<file path="config.mk">
export PLATFORM = sky130hd
export DESIGN_NAME = xbus_ctrl
export DESIGN_NICKNAME = d
export VERILOG_FILES = /design/src/rtl/xbus_pkg.sv /design/src/rtl/xbus_seq.sv /design/src/rtl/xbus_pins.sv /design/src/rtl/xbus_rdcap.sv /design/src/rtl/xbus_ctrl.sv
export SDC_FILE = /design/constraint.sdc
export NUM_CORES = 1
export LEC_CHECK = 0
export CAP_MARGIN = 5
export CORE_ASPECT_RATIO = 0.6
export CORE_MARGIN = 2
export CORE_UTILIZATION = 45
export DETAILED_ROUTE_END_ITERATION = 6
export MAX_ROUTING_LAYER = met4
export PLACE_DENSITY = 0.82
export SETUP_SLACK_MARGIN = 0.02
export SLEW_MARGIN = 20
export SYNTH_ARGS = -nofsm -noshare
export SYNTH_HDL_FRONTEND = slang
export SYNTH_HIERARCHICAL = 1
export SYNTH_SLANG_ARGS = --single-unit
</file>
<file path="constraint.sdc">
create_clock -name clk -period 2.6 [get_ports clk]
set_input_delay 0.26 -clock clk [delete_from_list [all_inputs] [get_ports clk]]
set_output_delay 0.26 -clock clk [all_outputs]
set_load 0.005 [all_outputs]
</file>
<file path="src/rtl/xbus_pkg.sv">
package xbus_pkg;
   typedef enum logic [2:0] {
      XB_IDLE  = 3'd0,
      XB_ADDR  = 3'd1,
      XB_HOLD  = 3'd2,
      XB_DATA  = 3'd3,
      XB_RECOV = 3'd4
   } xb_state_e;

   function automatic logic xb_busy(input xb_state_e s);
      return (s == XB_ADDR) || (s == XB_HOLD) || (s == XB_DATA);
   endfunction
endpackage

</file>
<file path="src/rtl/xbus_seq.sv">
module xbus_seq
   import xbus_pkg::*;
#(
   parameter int WAIT_W = 3
) (
   input  logic              clk,
   input  logic              rst_n,
   input  logic              start,
   input  logic              empty,
   input  logic              split,
   input  logic [WAIT_W-1:0] wait_in,
   output xb_state_e         state,
   output logic              phase,
   output logic              cap_en,
   output logic              done
);
   logic [WAIT_W-1:0] cnt_q;
   logic [WAIT_W-1:0] wait_q;
   logic              split_q;
   logic              skip_q;
   logic              more;

   assign more   = split_q && !phase && !skip_q;
   assign cap_en = (state == XB_DATA) && (cnt_q == wait_q);
   assign done   = (state == XB_RECOV) && !more;

   always_ff @(posedge clk or negedge rst_n) begin
      if (!rst_n) begin
         state   <= XB_IDLE;
         cnt_q   <= '0;
         wait_q  <= '0;
         split_q <= 1'b0;
         skip_q  <= 1'b0;
         phase   <= 1'b0;
      end else begin
         unique case (state)
            XB_IDLE: begin
               if (start) begin
                  wait_q  <= wait_in;
                  split_q <= split;
                  skip_q  <= empty;
                  phase   <= 1'b0;
                  state   <= empty ? XB_RECOV : XB_ADDR;
               end
            end
            XB_ADDR: state <= XB_HOLD;
            XB_HOLD: begin
               cnt_q <= '0;
               state <= XB_DATA;
            end
            XB_DATA: begin
               if (cnt_q == wait_q) state <= XB_RECOV;
               else                 cnt_q <= cnt_q + 1'b1;
            end
            XB_RECOV: begin
               if (more) begin
                  phase <= 1'b1;
                  state <= XB_ADDR;
               end else begin
                  state <= XB_IDLE;
               end
            end
            default: state <= XB_IDLE;
         endcase
      end
   end
endmodule

</file>
<file path="src/rtl/xbus_pins.sv">
module xbus_pins
   import xbus_pkg::*;
#(
   parameter int ADDR_W = 20,
   parameter int LANE_W = 8,
   parameter int DED_W  = 4,
   parameter int HCNT_W = 4
) (
   input  xb_state_e           state,
   input  logic                wide,
   input  logic                write,
   input  logic                lane,
   input  logic [1:0]          be,
   input  logic [ADDR_W-1:1]   addr,
   input  logic [2*LANE_W-1:0] wdata,
   input  logic [HCNT_W-1:0]   hi_cnt,
   output logic [DED_W-1:1]    a_lo,
   output logic                a0_wrh,
   output logic [LANE_W-1:0]   lo_out,
   output logic                lo_oe,
   output logic [LANE_W-1:0]   hi_out,
   output logic [LANE_W-1:0]   hi_oe,
   output logic                ale,
   output logic                rd_n,
   output logic                wrl_n
);
   localparam int LO_LSB = DED_W;
   localparam int HI_LSB = DED_W + LANE_W;

   logic apart;
   logic dpart;
   logic busy;
   logic [LANE_W-1:0] lo_addr;
   logic [LANE_W-1:0] hi_addr;
   logic [LANE_W-1:0] lo_wr;

   assign apart   = (state == XB_ADDR) || (state == XB_HOLD);
   assign dpart   = (state == XB_DATA);
   assign busy    = xb_busy(state);
   assign lo_addr = addr[HI_LSB-1:LO_LSB];
   assign hi_addr = addr[ADDR_W-1:HI_LSB];
   assign lo_wr   = (wide || !lane) ? wdata[LANE_W-1:0] : wdata[2*LANE_W-1:LANE_W];

   assign a_lo  = addr[DED_W-1:1];
   assign ale   = (state == XB_ADDR);
   assign rd_n  = !(dpart && !write);
   assign wrl_n = !(dpart && write && (!wide || be[0]));
   assign a0_wrh = wide ? !(dpart && write && be[1]) : lane;

   always_comb begin
      lo_out = lo_addr;
      lo_oe  = 1'b0;
      if (apart) begin
         lo_oe = 1'b1;
      end else if (dpart && write) begin
         lo_out = lo_wr;
         lo_oe  = 1'b1;
      end
   end

   always_comb begin
      hi_out = hi_addr;
      if (wide && dpart && write) hi_out = wdata[2*LANE_W-1:LANE_W];
   end

   for (genvar gi = 0; gi < LANE_W; gi++) begin : g_hi_pin
      logic narrow_en;
      logic wide_en;
      assign narrow_en = busy && (HCNT_W'(gi) < hi_cnt);
      assign wide_en   = apart || (dpart && write);
      assign hi_oe[gi] = wide ? wide_en : narrow_en;
   end
endmodule

</file>
<file path="src/rtl/xbus_rdcap.sv">
module xbus_rdcap #(
   parameter int LANE_W = 8
) (
   input  logic                clk,
   input  logic                rst_n,
   input  logic                clear,
   input  logic                cap,
   input  logic                wide,
   input  logic                lane,
   input  logic [LANE_W-1:0]   lo_in,
   input  logic [LANE_W-1:0]   hi_in,
   output logic [2*LANE_W-1:0] rdata
);
   always_ff @(posedge clk or negedge rst_n) begin
      if (!rst_n) begin
         rdata <= '0;
      end else if (clear) begin
         rdata <= '0;
      end else if (cap) begin
         if (wide)      rdata <= {hi_in, lo_in};
         else if (lane) rdata[2*LANE_W-1:LANE_W] <= lo_in;
         else           rdata[LANE_W-1:0] <= lo_in;
      end
   end
endmodule

</file>
<file path="src/rtl/xbus_ctrl.sv">
module xbus_ctrl
   import xbus_pkg::*;
#(
   parameter int ADDR_W = 20,
   parameter int LANE_W = 8,
   parameter int DED_W  = 4,
   parameter int WAIT_W = 3,
   parameter int HCNT_W = $clog2(LANE_W + 1)
) (
   input  logic                clk,
   input  logic                rst_n,
   input  logic                width_strap,
   input  logic [WAIT_W-1:0]   cfg_wait,
   input  logic [HCNT_W-1:0]   cfg_hi_cnt,
   input  logic                req_valid,
   input  logic                req_write,
   input  logic [ADDR_W-1:0]   req_addr,
   input  logic [2*LANE_W-1:0] req_wdata,
   input  logic [1:0]          req_be,
   output logic                req_done,
   output logic [2*LANE_W-1:0] rsp_rdata,
   output logic [DED_W-1:1]    bus_a_lo,
   output logic                bus_a0_wrh,
   output logic [LANE_W-1:0]   bus_lo_out,
   output logic                bus_lo_oe,
   input  logic [LANE_W-1:0]   bus_lo_in,
   output logic [LANE_W-1:0]   bus_hi_out,
   output logic [LANE_W-1:0]   bus_hi_oe,
   input  logic [LANE_W-1:0]   bus_hi_in,
   output logic                bus_ale,
   output logic                bus_rd_n,
   output logic                bus_wrl_n
);
   if (ADDR_W != DED_W + 2 * LANE_W) begin : g_bad_addr
      initial $fatal(1, "xbus_ctrl: ADDR_W must equal DED_W + 2*LANE_W");
   end
   if (DED_W < 2) begin : g_bad_ded
      initial $fatal(1, "xbus_ctrl: DED_W must be at least 2");
   end
   if (WAIT_W < 1) begin : g_bad_wait
      initial $fatal(1, "xbus_ctrl: WAIT_W must be at least 1");
   end

   xb_state_e             state;
   logic                  phase;
   logic                  cap_en;
   logic                  accept;
   logic                  strap_done;
   logic                  wide_q;
   logic                  write_q;
   logic [1:0]            be_q;
   logic [ADDR_W-1:1]     addr_q;
   logic [2*LANE_W-1:0]   wdata_q;
   logic [HCNT_W-1:0]     hicnt_q;
   logic                  lane;
   logic                  unused_a0;

   assign unused_a0 = req_addr[0];
   assign accept    = (state == XB_IDLE) && req_valid && strap_done;
   assign lane      = (!wide_q && be_q == 2'b11) ? phase : be_q[1] && !be_q[0];

   always_ff @(posedge clk or negedge rst_n) begin
      if (!rst_n) begin
         strap_done <= 1'b0;
         wide_q     <= 1'b0;
      end else if (!strap_done) begin
         strap_done <= 1'b1;
         wide_q     <= width_strap;
      end
   end

   always_ff @(posedge clk or negedge rst_n) begin
      if (!rst_n) begin
         write_q <= 1'b0;
         be_q    <= '0;
         addr_q  <= '0;
         wdata_q <= '0;
         hicnt_q <= '0;
      end else if (accept) begin
         write_q <= req_write;
         be_q    <= req_be;
         addr_q  <= req_addr[ADDR_W-1:1];
         wdata_q <= req_wdata;
         hicnt_q <= cfg_hi_cnt;
      end
   end

   xbus_seq #(.WAIT_W(WAIT_W)) u_seq (
      .clk     (clk),
      .rst_n   (rst_n),
      .start   (accept),
      .empty   (req_be == 2'b00),
      .split   (!wide_q && req_be == 2'b11),
      .wait_in (cfg_wait),
      .state   (state),
      .phase   (phase),
      .cap_en  (cap_en),
      .done    (req_done)
   );

   xbus_pins #(
      .ADDR_W (ADDR_W),
      .LANE_W (LANE_W),
      .DED_W  (DED_W),
      .HCNT_W (HCNT_W)
   ) u_pins (
      .state  (state),
      .wide   (wide_q),
      .write  (write_q),
      .lane   (lane),
      .be     (be_q),
      .addr   (addr_q),
      .wdata  (wdata_q),
      .hi_cnt (hicnt_q),
      .a_lo   (bus_a_lo),
      .a0_wrh (bus_a0_wrh),
      .lo_out (bus_lo_out),
      .lo_oe  (bus_lo_oe),
      .hi_out (bus_hi_out),
      .hi_oe  (bus_hi_oe),
      .ale    (bus_ale),
      .rd_n   (bus_rd_n),
      .wrl_n  (bus_wrl_n)
   );

   xbus_rdcap #(.LANE_W(LANE_W)) u_rdcap (
      .clk   (clk),
      .rst_n (rst_n),
      .clear (accept),
      .cap   (cap_en && !write_q),
      .wide  (wide_q),
      .lane  (lane),
      .lo_in (bus_lo_in),
      .hi_in (bus_hi_in),
      .rdata (rsp_rdata)
   );
endmodule

</file>
==> impl_metrics.py <==
metrics = {
    "grt": {
        "grt_usage": 0.212,
        "antenna_found_initial": 0,
        "grt_overflow_total": 0,
        "grt_pass1_wl_um": 14200,
        "grt_max_degree": 73,
        "grt_pass1_vias": 2759,
    },
    "layout": {
        "antenna_cells": 0,
        "nets": 484,
        "nFillCells": 607,
        "final_common_cell": "clkdlybuf4s50_1",
        "drive_above_1_share": 0.245,
        "area_growth_pct": 40.0,
        "final_cell_mix": "clkdlybuf4s50_1, dfrtp_1, mux2_2",
    },
    "timing": {
        "holdWs_ns": 0.0654,
        "finalHoldViolCount": 0,
        "setup_viol_count_final": 0,
        "setup_tns_ns": 0,
        "maxSlewViolCount": 0,
        "relSlewSlack": 0.394,
        "rsz0062_at_grt": "true",
        "worst_pin_slew_ns": 0.909,
        "min_period_over_period": 0.954,
        "skew_ns": 0.00411,
        "fmax_mhz": 403,
        "min_period_ns": 2.48,
    },
    "synthesis": {
        "synth_area_um2": 3760,
        "synthArstFlopShare": 1.00,
        "synth_cell_types": 52,
        "yosysSeqAreaShare": 0.480,
        "synth-seq-cells": 72,
        "yosysWarnings": 6,
        "synthCells": 303,
        "synth_edf_count": 0,
        "syn_avg_cell_area_um2": 12.4,
        "synth_nets": 370,
        "synth_ff_type": "dfrtp_1",
    },
    "worst_setup_path": {
        "rr_worst_depth": 7,
        "r2r_start": "u_seq/cnt_q[0]",
        "cp_top_family": "buffers and inverters",
        "r2r_slack_ns": 0.47,
        "max_stage_delay_ns": 0.47,
        "rr_endpoint": "u_rdcap/rdata[2]",
        "cp_max_fo": 8,
        "criticalPathCategory": "reg2out",
        "crit_buf_inv": 2,
        "arrival_ns": 2.22,
        "cp-start-kind": "flip-flop",
        "endpoint_kind": "output pin",
        "slowest_stage": "clkdlybuf4s50_1",
        "required_ns": 2.34,
        "crit_chain": "and3b_1, and3_1, buf_4, mux2_2, clkdlybuf4s50_1",
    },
    "place": {
        "numPortBuffers": 113,
        "hpwl_um": 6340,
        "place_congestion": 0.852,
    },
    "power_and_ir_drop": {
        "clockPowerShare": 0.202,
        "intPower_mw": 4.04,
        "power.leakage_nw": 2.19,
        "powerDensity_nw_per_um2": 1130,
        "max-vdd-ir-drop_mv": 0.751,
        "p_seq_frac": 0.333,
        "p_comb_frac": 0.465,
        "switching_share": 0.322,
        "switchingPower_mw": 1.92,
    },
    "clocking": {
        "clkSinkCount": 72,
        "cts_buffers": 9,
        "cts_setup_buffers": 0,
        "cts_tree": "built",
        "clockBufferDepth": 2,
        "clk_latency_ns": 0.33,
        "root_buffer": "clkbuf_16",
        "htreeDepth": 3,
        "path_clk_slew_ns": 0.06,
    },
    "detailed_routing": {
        "dr.pass1.iters": 4,
        "drt_iter0_drc": 146,
        "via_per_inst": 5.26,
        "drc": 0,
        "wl_um": 8920,
        "ant_nets": 0,
        "vias": 2783,
        "wire_per_inst_um": 16.9,
    },
    "floorplanning": {
        "ios": 115,
        "die_x_um": 122,
        "die-height_um": 74.8,
        "die_area_um2": 9120,
        "coreArea_um2": 7980,
        "num_rows": 25,
        "start_util": 0.471,
    },
    "run_status": {
        "status": "complete, no violations",
    },
    "flow_run": {
        "maxCapViolations": 0,
    },
    "worst_hold_path": {
        "hp-class": "in2async",
    },
}
## routing by layer
metal  vias up  part of all wire  global-route usage
met1      1363              0.47               0.286
met2        95              0.44               0.310
met4         0            0.0083              0.0536
met3        10             0.081              0.0705
met5         -                 0                   -
li1       1315                 -                   -
## power by group through the flow
stage / Combinational (mW) / Sequential (mW) / Clock (mW)
2_1_floorplan: 1.53 / 1.93 / 0
3_3_place_gp: 2.67 / 1.96 / 0
3_5_place_dp: 2.76 / 2.00 / 0
4_1_cts: 2.79 / 1.99 / 1.24
5_1_grt: 3.01 / 2.07 / 1.28
6_report: 2.77 / 1.99 / 1.20
## Yosys cell counts (3+ instances only)
cell type | n | area share
dfrtp_1 | 72 | 0.48
o2bb2ai_1 | 8 | 0.019
nor2_1 | 8 | 0.0080
o21ai_2 | 8 | 0.019
buf_2 | 3 | 0.0040
buf_4 | 5 | 0.010
nand2b_1 | 21 | 0.035
inv_1 | 6 | 0.0060
nand2_1 | 21 | 0.021
o21ai_0 | 10 | 0.013
clkbuf_1 | 4 | 0.0040
mux2_2 | 53 | 0.16
buf_6 | 7 | 0.021
nand4b_1 | 5 | 0.012
mux2i_1 | 24 | 0.064
nor3b_1 | 3 | 0.0060
## what timing repair did
action | 4_1_cts | 5_1_grt
hold buffers | 0 | 0
endpoints found under the setup margin | 16 | 15
pin swaps | 0 | 0
gates resized for setup | 2 | 3
## cells by family after synthesis
logic type      count (synthesis)  synth area share
compound gates                 43            0.0993
xor+xnor                        3            0.0110
mux                            79             0.229
simple gates                   78             0.131
fa+ha+maj                       1           0.00333
flops                          72             0.480
other cells                     1          0.000998
buf+inv                        26            0.0460
## metrics by stage
| step | worst slack, ns | power [mW] | instance area, µm² | cells | util |
|---|---|---|---|---|---|
| global placement | 0.355 | 4.63 | 4960 | 514 | 0.621 |
| global route | 0.00676 | 6.35 | 5260 | 529 | 0.659 |
| CTS | 0.0757 | 6.01 | 5250 | 529 | 0.658 |
| finish | 0.120 | 5.96 | 5260 | 529 | 0.659 |
| floorplan | 0.514 | 3.46 | 3760 | 303 | - |
| detailed placement | 0.300 | 4.76 | 4960 | 514 | 0.621 |
## flip-flops by register name, indices dropped and copies added (netlist names)
name           cells
be_q               2
u_seq/wait_q       3
strap_done         1
u_seq/cnt_q        3
u_seq/phase        1
u_seq/state        3
wdata_q           16
wide_q             1
u_seq/skip_q       1
write_q            1
hicnt_q            4
u_seq/split_q      1
addr_q            19
u_rdcap/rdata     16
## how the worst max path moves through the flow
stage / end / cells after the start / start
after global placement: bus_hi_oe[0] / 4 / write_q
after floorplan: u_seq/wait_q[0] / 4 / u_seq/state[1]
after global routing: bus_lo_out[0] / 6 / wide_q
final: bus_hi_out[7] / 5 / u_seq/state[2]
after detailed placement: bus_lo_out[0] / 6 / wide_q
after CTS: bus_lo_out[0] / 6 / wide_q
## cell type report
class / count / area [µm²] / share of cell area
Tap cell: 108 / 135 / 0.0257
Multi-Input combinational cell: 205 / 1790 / 0.341
Inverter: 6 / 22.5 / 0.00428
Timing Repair Buffer: 123 / 1220 / 0.231
Clock inverter: 4 / 45.0 / 0.00857
Sequential cell: 72 / 1800 / 0.343
Clock buffer: 11 / 243 / 0.0462
Power figures use the tool's default switching activity.
